--- src/rtl/sbx_pkg.sv ---
package sbx_pkg;
    localparam int LEN_W  = 21;
    localparam int CLK_W  = 3;
    localparam int DEV_W  = 2;
    localparam int ADDR_W = 3;
    localparam int DATA_W = 32;

    localparam logic [ADDR_W-1:0] A_CTRL = 3'd0;
    localparam logic [ADDR_W-1:0] A_SEL  = 3'd1;
    localparam logic [ADDR_W-1:0] A_LEN  = 3'd2;
    localparam logic [ADDR_W-1:0] A_FIFO = 3'd3;
    localparam logic [ADDR_W-1:0] A_STAT = 3'd4;

    localparam int B_DEV  = 6;
    localparam int B_QUAD = 12;
    localparam int B_DIR  = 13;
    localparam int B_GO   = 15;

    typedef enum logic [1:0] {
        ST_IDLE,
        ST_FETCH,
        ST_SHIFT
    } eng_st_e;
endpackage

--- src/rtl/sbx_fifo.sv ---
module sbx_fifo #(
    parameter int DW    = 32,
    parameter int DEPTH = 8
) (
    input  logic          clk,
    input  logic          rst_n,
    input  logic          push,
    input  logic [DW-1:0] wdata,
    input  logic          pop,
    output logic [DW-1:0] head,
    output logic          full,
    output logic          empty
);
    localparam int AW = $clog2(DEPTH);

    typedef struct packed {
        logic [AW:0] wp;
        logic [AW:0] rp;
    } ptr_t;

    ptr_t ptr_d, ptr_q;
    logic [DW-1:0] mem [DEPTH];
    logic do_push, do_pop;

    assign full    = (ptr_q.wp ^ ptr_q.rp) == {1'b1, {AW{1'b0}}};
    assign empty   = ptr_q.wp == ptr_q.rp;
    assign do_push = push && !full;
    assign do_pop  = pop && !empty;
    assign head    = mem[ptr_q.rp[AW-1:0]];

    always_comb begin
        ptr_d = ptr_q;
        if (do_push) ptr_d.wp = ptr_q.wp + 1'b1;
        if (do_pop)  ptr_d.rp = ptr_q.rp + 1'b1;
    end

    always_ff @(posedge clk or negedge rst_n) begin
        if (!rst_n) ptr_q <= '0;
        else        ptr_q <= ptr_d;
    end

    always_ff @(posedge clk) begin
        if (do_push) mem[ptr_q.wp[AW-1:0]] <= wdata;
    end
endmodule

--- src/rtl/sbx_shifter.sv ---
module sbx_shifter #(
    parameter int CLK_W = 3
) (
    input  logic             clk,
    input  logic             rst_n,
    input  logic             start,
    input  logic [7:0]       tx_byte,
    input  logic             quad,
    input  logic             wr_dir,
    input  logic [CLK_W-1:0] rate,
    input  logic [3:0]       io_in,
    output logic             sck,
    output logic [3:0]       io_out,
    output logic [3:0]       io_oe,
    output logic [7:0]       rx_byte,
    output logic             done
);
    localparam int DIV_W = 1 << CLK_W;

    typedef struct packed {
        logic             active;
        logic             sck;
        logic             done;
        logic [DIV_W-1:0] div;
        logic [2:0]       step;
        logic [7:0]       sr;
        logic [7:0]       rx;
    } sh_t;

    sh_t sh_d, sh_q;
    logic [DIV_W-1:0] half_m1;
    logic [2:0]       last_step;

    assign half_m1   = (DIV_W'(1) << rate) - DIV_W'(1);
    assign last_step = quad ? 3'd1 : 3'd7;

    always_comb begin
        sh_d      = sh_q;
        sh_d.done = 1'b0;
        if (!sh_q.active) begin
            if (start) begin
                sh_d.active = 1'b1;
                sh_d.sck    = 1'b0;
                sh_d.div    = '0;
                sh_d.step   = '0;
                sh_d.sr     = tx_byte;
                sh_d.rx     = '0;
            end
        end else if (sh_q.div == half_m1) begin
            sh_d.div = '0;
            if (!sh_q.sck) begin
                sh_d.sck = 1'b1;
                sh_d.rx  = quad ? {sh_q.rx[3:0], io_in} : {sh_q.rx[6:0], io_in[1]};
            end else begin
                sh_d.sck = 1'b0;
                if (sh_q.step == last_step) begin
                    sh_d.active = 1'b0;
                    sh_d.done   = 1'b1;
                end else begin
                    sh_d.step = sh_q.step + 3'd1;
                    sh_d.sr   = quad ? {sh_q.sr[3:0], 4'b0} : {sh_q.sr[6:0], 1'b0};
                end
            end
        end else begin
            sh_d.div = sh_q.div + DIV_W'(1);
        end
    end

    always_ff @(posedge clk or negedge rst_n) begin
        if (!rst_n) sh_q <= '0;
        else        sh_q <= sh_d;
    end

    always_comb begin
        io_out = 4'b0;
        io_oe  = 4'b0;
        if (sh_q.active) begin
            if (wr_dir) begin
                io_out = quad ? sh_q.sr[7:4] : {3'b0, sh_q.sr[7]};
                io_oe  = quad ? 4'b1111 : 4'b0001;
            end else begin
                io_oe  = quad ? 4'b0000 : 4'b0001;
            end
        end
    end

    assign sck     = sh_q.sck;
    assign rx_byte = sh_q.rx;
    assign done    = sh_q.done;
endmodule

--- src/rtl/sbx_engine.sv ---
module sbx_engine
    import sbx_pkg::*;
#(
    parameter int NUM_CS      = 4,
    parameter int FIFO_DEPTH  = 8
) (
    input  logic                clk,
    input  logic                rst_n,
    input  logic                reg_wr,
    input  logic                reg_rd,
    input  logic [ADDR_W-1:0]   reg_addr,
    input  logic [DATA_W-1:0]   reg_wdata,
    output logic [DATA_W-1:0]   reg_rdata,
    output logic                spi_sck,
    output logic [NUM_CS-1:0]   spi_cs_n,
    output logic [3:0]          spi_io_out,
    output logic [3:0]          spi_io_oe,
    input  logic [3:0]          spi_io_in
);
    typedef struct packed {
        eng_st_e          st;
        logic [CLK_W-1:0] rate;
        logic [DEV_W-1:0] dev;
        logic             quad;
        logic             wr_dir;
        logic [LEN_W-1:0] len;
        logic [LEN_W-1:0] remain;
        logic [1:0]       lane;
        logic [31:0]      pack;
        logic             cs_act;
    } eng_t;

    eng_t e_d, e_q;

    logic             busy, cs_act, quad_cfg, wr_cfg;
    logic [LEN_W-1:0] remain;
    logic             ctrl_wr, sel_wr, len_wr;
    logic             sw_push, sw_pop, eng_push, eng_pop;
    logic [31:0]      eng_wdata, fifo_wdata, fifo_head, lane_word;
    logic             fifo_full, fifo_empty, fifo_busy;
    logic             sh_start, sh_done;
    logic [7:0]       tx_byte, rx_byte;
    logic             last_in_word;

    assign busy     = e_q.st != ST_IDLE;
    assign cs_act   = e_q.cs_act;
    assign quad_cfg = e_q.quad;
    assign wr_cfg   = e_q.wr_dir;
    assign remain   = e_q.remain;

    assign ctrl_wr = reg_wr && reg_addr == A_CTRL;
    assign sel_wr  = reg_wr && reg_addr == A_SEL;
    assign len_wr  = reg_wr && reg_addr == A_LEN;
    assign sw_push = reg_wr && reg_addr == A_FIFO && e_q.wr_dir;
    assign sw_pop  = reg_rd && reg_addr == A_FIFO && !e_q.wr_dir;

    assign last_in_word = (e_q.lane == 2'd3) || (e_q.remain == LEN_W'(1));
    assign lane_word    = fifo_head >> {e_q.lane, 3'b000};
    assign fifo_busy    = e_q.wr_dir ? fifo_full : fifo_empty;

    always_comb begin
        e_d       = e_q;
        sh_start  = 1'b0;
        tx_byte   = 8'h00;
        eng_pop   = 1'b0;
        eng_push  = 1'b0;
        eng_wdata = 32'h0;
        unique case (e_q.st)
            ST_IDLE: begin
                if (ctrl_wr) begin
                    e_d.rate   = reg_wdata[CLK_W-1:0];
                    e_d.dev    = reg_wdata[B_DEV +: DEV_W];
                    e_d.quad   = reg_wdata[B_QUAD];
                    e_d.wr_dir = reg_wdata[B_DIR];
                    if (reg_wdata[B_GO]) begin
                        e_d.st     = ST_FETCH;
                        e_d.remain = e_q.len;
                        e_d.lane   = 2'd0;
                        e_d.pack   = 32'h0;
                        e_d.cs_act = 1'b1;
                    end
                end
                if (len_wr) e_d.len = reg_wdata[LEN_W-1:0];
                if (sel_wr && !reg_wdata[0]) e_d.cs_act = 1'b0;
            end
            ST_FETCH: begin
                if (e_q.remain == '0) begin
                    e_d.st = ST_IDLE;
                end else if (e_q.wr_dir) begin
                    if (!fifo_empty) begin
                        sh_start = 1'b1;
                        tx_byte  = lane_word[7:0];
                        eng_pop  = last_in_word;
                        e_d.st   = ST_SHIFT;
                    end
                end else if (!fifo_full) begin
                    sh_start = 1'b1;
                    e_d.st   = ST_SHIFT;
                end
            end
            ST_SHIFT: begin
                if (sh_done) begin
                    if (!e_q.wr_dir) begin
                        eng_wdata = e_q.pack | ({24'h0, rx_byte} << {e_q.lane, 3'b000});
                        if (last_in_word) begin
                            eng_push = 1'b1;
                            e_d.pack = 32'h0;
                        end else begin
                            e_d.pack = eng_wdata;
                        end
                    end
                    e_d.remain = e_q.remain - LEN_W'(1);
                    e_d.lane   = e_q.lane + 2'd1;
                    e_d.st     = ST_FETCH;
                end
            end
            default: e_d.st = ST_IDLE;
        endcase
    end

    always_ff @(posedge clk or negedge rst_n) begin
        if (!rst_n) begin
            e_q    <= '0;
            e_q.st <= ST_IDLE;
        end else begin
            e_q <= e_d;
        end
    end

    assign fifo_wdata = e_q.wr_dir ? reg_wdata : eng_wdata;

    sbx_fifo #(
        .DW    (32),
        .DEPTH (FIFO_DEPTH)
    ) u_fifo (
        .clk   (clk),
        .rst_n (rst_n),
        .push  (sw_push || eng_push),
        .wdata (fifo_wdata),
        .pop   (sw_pop || eng_pop),
        .head  (fifo_head),
        .full  (fifo_full),
        .empty (fifo_empty)
    );

    sbx_shifter #(
        .CLK_W (CLK_W)
    ) u_shift (
        .clk     (clk),
        .rst_n   (rst_n),
        .start   (sh_start),
        .tx_byte (tx_byte),
        .quad    (e_q.quad),
        .wr_dir  (e_q.wr_dir),
        .rate    (e_q.rate),
        .io_in   (spi_io_in),
        .sck     (spi_sck),
        .io_out  (spi_io_out),
        .io_oe   (spi_io_oe),
        .rx_byte (rx_byte),
        .done    (sh_done)
    );

    for (genvar gi = 0; gi < NUM_CS; gi++) begin : g_cs
        assign spi_cs_n[gi] = !(e_q.cs_act && e_q.dev == DEV_W'(gi));
    end

    always_comb begin
        reg_rdata = 32'h0;
        unique case (reg_addr)
            A_CTRL: reg_rdata = {16'h0, busy, 1'b0, e_q.wr_dir, e_q.quad, 4'h0,
                                 e_q.dev, 3'b000, e_q.rate};
            A_SEL:  reg_rdata = {31'h0, e_q.cs_act};
            A_LEN:  reg_rdata = {{(32-LEN_W){1'b0}}, e_q.len};
            A_FIFO: reg_rdata = e_q.wr_dir ? 32'h0 : fifo_head;
            A_STAT: reg_rdata = {31'h0, fifo_busy};
            default: reg_rdata = 32'h0;
        endcase
    end
endmodule

--- config.mk ---
export PLATFORM = sky130hd
export DESIGN_NAME = sbx_engine
export DESIGN_NICKNAME = d
export VERILOG_FILES = /design/src/rtl/sbx_pkg.sv /design/src/rtl/sbx_fifo.sv /design/src/rtl/sbx_shifter.sv /design/src/rtl/sbx_engine.sv
export SDC_FILE = /design/constraint.sdc
export NUM_CORES = 1
export LEC_CHECK = 0
export BUFFER_PORTS_ARGS = -buffer_cell sky130_fd_sc_hd__buf_2
export CORE_UTILIZATION = 62
export DETAILED_ROUTE_END_ITERATION = 16
export GPL_ROUTABILITY_DRIVEN = 0
export HOLD_SLACK_MARGIN = 0.15
export PLACE_DENSITY = 0.8
export SLEW_MARGIN = 40
export SYNTH_ARGS = -nofsm -noshare
export SYNTH_HDL_FRONTEND = slang
export SYNTH_HIERARCHICAL = 1
export SYNTH_SLANG_ARGS = --single-unit
--- constraint.sdc ---
create_clock -name clk -period 7 [get_ports clk]
set_input_delay 1.05 -clock clk [delete_from_list [all_inputs] [get_ports clk]]
set_output_delay 1.05 -clock clk [all_outputs]
set_load 0.01 [all_outputs]
==> metrics.md <==
| Metric | Value |
|---|---|
| Outcome | finished clean |
| Clock Path Buffers | 3 |
| Grt ovf | 0 |
| IO Count | 88 |
| Vias | between 10000 and 15000 |
| Grt met2 use | 52.85% |
| Die ar. | 29260 um^2 |
| Psw | 0.9331 mW |
| Starting Density | 63.44% |
| Clock latency on the worst-skew pair | ~0.53 ns |
| Nature of the critical path startpoint | flop |
| R2R Path Start | remain[11] |
| CTS Hold Bufs | 0 |
| Final hold slack | between 0.5 and 0.6 ns |
| WP data arrival | 3.33 ns |
| Worst reg-to-reg setup slack | 2.86 ns |
| Vias/cell | 6.905 |
| Clk pwr share | 46.4% |
| Clk sinks | 380 |
| Setup CP Type | flop to primary output |
| Syn Std Cell Area | 17720 um^2 |
| CP startpoint | u_fifo/ptr_q[0] |
| Int Pwr | 3.677 mW |
| Most common cell after layout, fill and taps aside | edfxtp_1 |
| Layout net count | ~1300 |
| Synth warn | 6 |
| Met3 Usage GRT | 6.454% |
| Post-DR wirelength/cell | 27.59 um |
| Cell taking the most area after synthesis | edfxtp_1 |
| Filler cells | ~1800 |
| TritonCTS Buffers | 39 |
| R2r worst-path depth | 8 |
| Number of buffers and inverters on the critical path | 3 |
| Die height | 171.1 um |
| Top-area cell type share of the netlist area | 43.38% |
| Core Region | roughly 28000 um^2 |
| CP top delay family | multiplexers |
| Final Hold Vio Count | 0 |
| First-pass GRT wire length | 69750 um |
| Min Tclk post-route | 4.382 ns |
| EDFF count, synth | 256 |
| Crit path max fanout | 28 |
| Max Transition Viols Final | 0 |
| Synth Register Bits | 380 |
| Area delta synth->final | 11.47% |
| Hold EP | remain[20] |
| Hold Path Class | flop to flop |
| Initial antenna violation count | 4 |
| Power Dens Cells | 233.4 nW/um^2 |
| Required time worst endpoint | 5.95 ns |
| Number of core rows | just over 60 |
| Final worst-path cycle share | 62.59% |
| GRT Overall Usage | 32.89% |
| FFs w/ async S/R, synth | 32.63% |
| Final wirelength | 46790 um |
| CTS tree | yes |
| Synth cell types | 81 |
| Vias in the first global route | 11470 |
| Max incr delay on CP | 0.70 ns |
| Gr busiest metal | met2 |
| Crit path capture type | primary output |
| Chip Width | 171.1 um |
| Cells after Synth | 1237 |
| Resize count post-CTS | 0 |
| Slew @ Worst Pin | approximately 0.85 ns |
| Drc violations | 0 |
| Seq pwr share | approximately 52% |
| Post-CTS setup buffer count | 0 |
| MaxCap Viol Count | 0 |
| Combinational Power Share | 1.7% |
| Leakage Power | a little under 7 nW |
| R2R Path End | u_fifo/mem[4][5] |
| Mapped Nets | 1288 |
| Switching Fraction | 20.24% |
| H-tree levels | 2 |
| Post-DP HPWL | 29590 um |
| Rel. slew slack | 42.49% |
| VDD IR max | between 0.2 and 0.25 mV |
| Area contributors post-synth | edfxtp_1, dfrtp_1, mux4_2, a21oi_1, mux2_4 |
| Fraction of layout cells with a size suffix above 1 | 27.74% |
| Register area share after synthesis | approximately three fifths |
| TritonRoute pass-1 iters | 5 |
| Largest net degree at the start of global routing | 76 |
| Most frequent cells in the layout | edfxtp_1, dfrtp_1, a21oi_1 |
| Clock tree root buffer cell | clkbuf_16 |
| Hold Crit Start | remain[20] |
| RSZ-0062 raised after global routing | false |
| Reg clk slew, reported paths | 0.06 ns |
| Iter 0 DRT Violations | between 1000 and 1500 |
| Maximum clock frequency | 228.2 MHz |
| Hold Path Stages | 1 |
| Antenna viol nets, final | 0 |
| Clock skew | 0.02436 ns |
| Mean cell area of the mapped netlist | 14.33 um^2 |
| # setup viols final | 0 |
| Setup TNS | 0 ns |
| Met1 Resource Use GR | 44.08% |
| Buffers on Ports | 87 |
| Worst path cell trace | buf_4, mux4_2, mux2_4, a222oi_1, inv_1, buf_2 |
| Most used DFF post-synth | edfxtp_1 |
| Crit-path slowest cell | dfrtp_4 |
-- metrics by stage --
| stage | cell area [um^2] | util [%] | std cells | total power [mW] | setup WS [ns] |
|---|---|---|---|---|---|
| 2_1_floorplan | 17720 | - | 1237 | 2.466 | 1.423 |
| 3_3_place_gp | 18340 | 65.66 | 1621 | 2.514 | 2.899 |
| 3_5_place_dp | 18380 | 65.81 | 1622 | 2.517 | 3.062 |
| 4_1_cts | 19710 | 70.55 | 1694 | 4.622 | 2.592 |
| 5_1_grt | 19750 | 70.70 | 1694 | 4.708 | 2.475 |
| 6_report | 19760 | 70.72 | 1696 | 4.610 | 2.618 |
-- synthesized netlist by cell type, types with 6 or more instances --
master    instances
o22ai_1           9
or3_1             9
nor3_1           23
o21ai_0          57
nand2_1          77
mux2_2           37
inv_1            21
nand3_1          13
mux2i_1          22
nand2b_1          9
and2_1           19
a22o_1           14
buf_2            24
buf_1            10
ha_1              8
nand4_1           7
or4_1             7
nor4_1            7
xnor2_1           9
edfxtp_1        256
mux4_2           68
buf_4            12
a211oi_1          6
nor2b_1          10
nand3b_1          9
nor2_1           38
a221o_1           9
dfrtp_1         124
a21oi_1          93
a41oi_1          32
and3_1            7
clkbuf_1         52
mux2_4           28
-- power groups by stage --
stage | combinational [mW] | sequential (mW) | clock, mW
floorplan | 0.0335 | 2.43 | 0
global placement | 0.0757 | 2.44 | 0
detailed placement | 0.0776 | 2.44 | 0
CTS | 0.0784 | 2.39 | 2.15
global route | 0.0850 | 2.39 | 2.23
finish | 0.0787 | 2.39 | 2.14
-- how the worst max path moves through the flow --
stage | end | slack, ns | cells after the start
final | reg_rdata[12] | 2.62 | 6
after global routing | reg_rdata[12] | 2.48 | 6
after CTS | reg_rdata[12] | 2.59 | 6
after detailed placement | u_fifo/mem[4][12] | 3.06 | 8
after global placement | reg_rdata[12] | 2.90 | 6
after floorplan | u_fifo/mem[1][0] | 1.42 | 7
-- metal layers --
layer / share of wire (%) / wire, um / vias up
li1: - / - / 4955
met1: 38 / 17820 / 5875
met2: 48 / 22420 / 728
met3: 9.5 / 4441 / 147
met4: 4.4 / 2069 / 6
met5: 0.085 / 40 / -
-- flip-flops by register name (all words and copies together), names as in the netlist, 8 cells and up --
register,cells
u_shift/rx_byte,8
u_fifo/ptr_q,8
u_fifo/mem,256
u_shift/sh_q,20
e_q,62
remain,21
-- layout make-up --
type,count,area (um^2),area share [%]
Clock buffer,54,1112,5.631
Clock inverter,18,212.7,1.077
Multi-Input combinational cell,729,6417,32.48
Inverter,22,82.58,0.4180
Timing Repair Buffer,113,653.1,3.306
Sequential cell,380,10800,54.66
Tap cell,378,473.0,2.394
Antenna cell,2,5.005,0.02533
-- kinds of logic (layout without fill, tap and decap cells) --
group / after synthesis / in the layout / synth area share (%)
AO/OA/AOI/OAI: 275 / 275 / 10.49
XOR/XNOR: 16 / 16 / 0.9178
adder cells (fa/ha/maj): 8 / 8 / 0.5648
buffers and inverters: 128 / 207 / 3.580
flip-flops: 380 / 380 / 60.89
multiplexers: 161 / 161 / 15.33
other: 0 / 2 / 0
AND/OR/NAND/NOR: 269 / 269 / 8.232
Power figures use the tool's default switching activity.
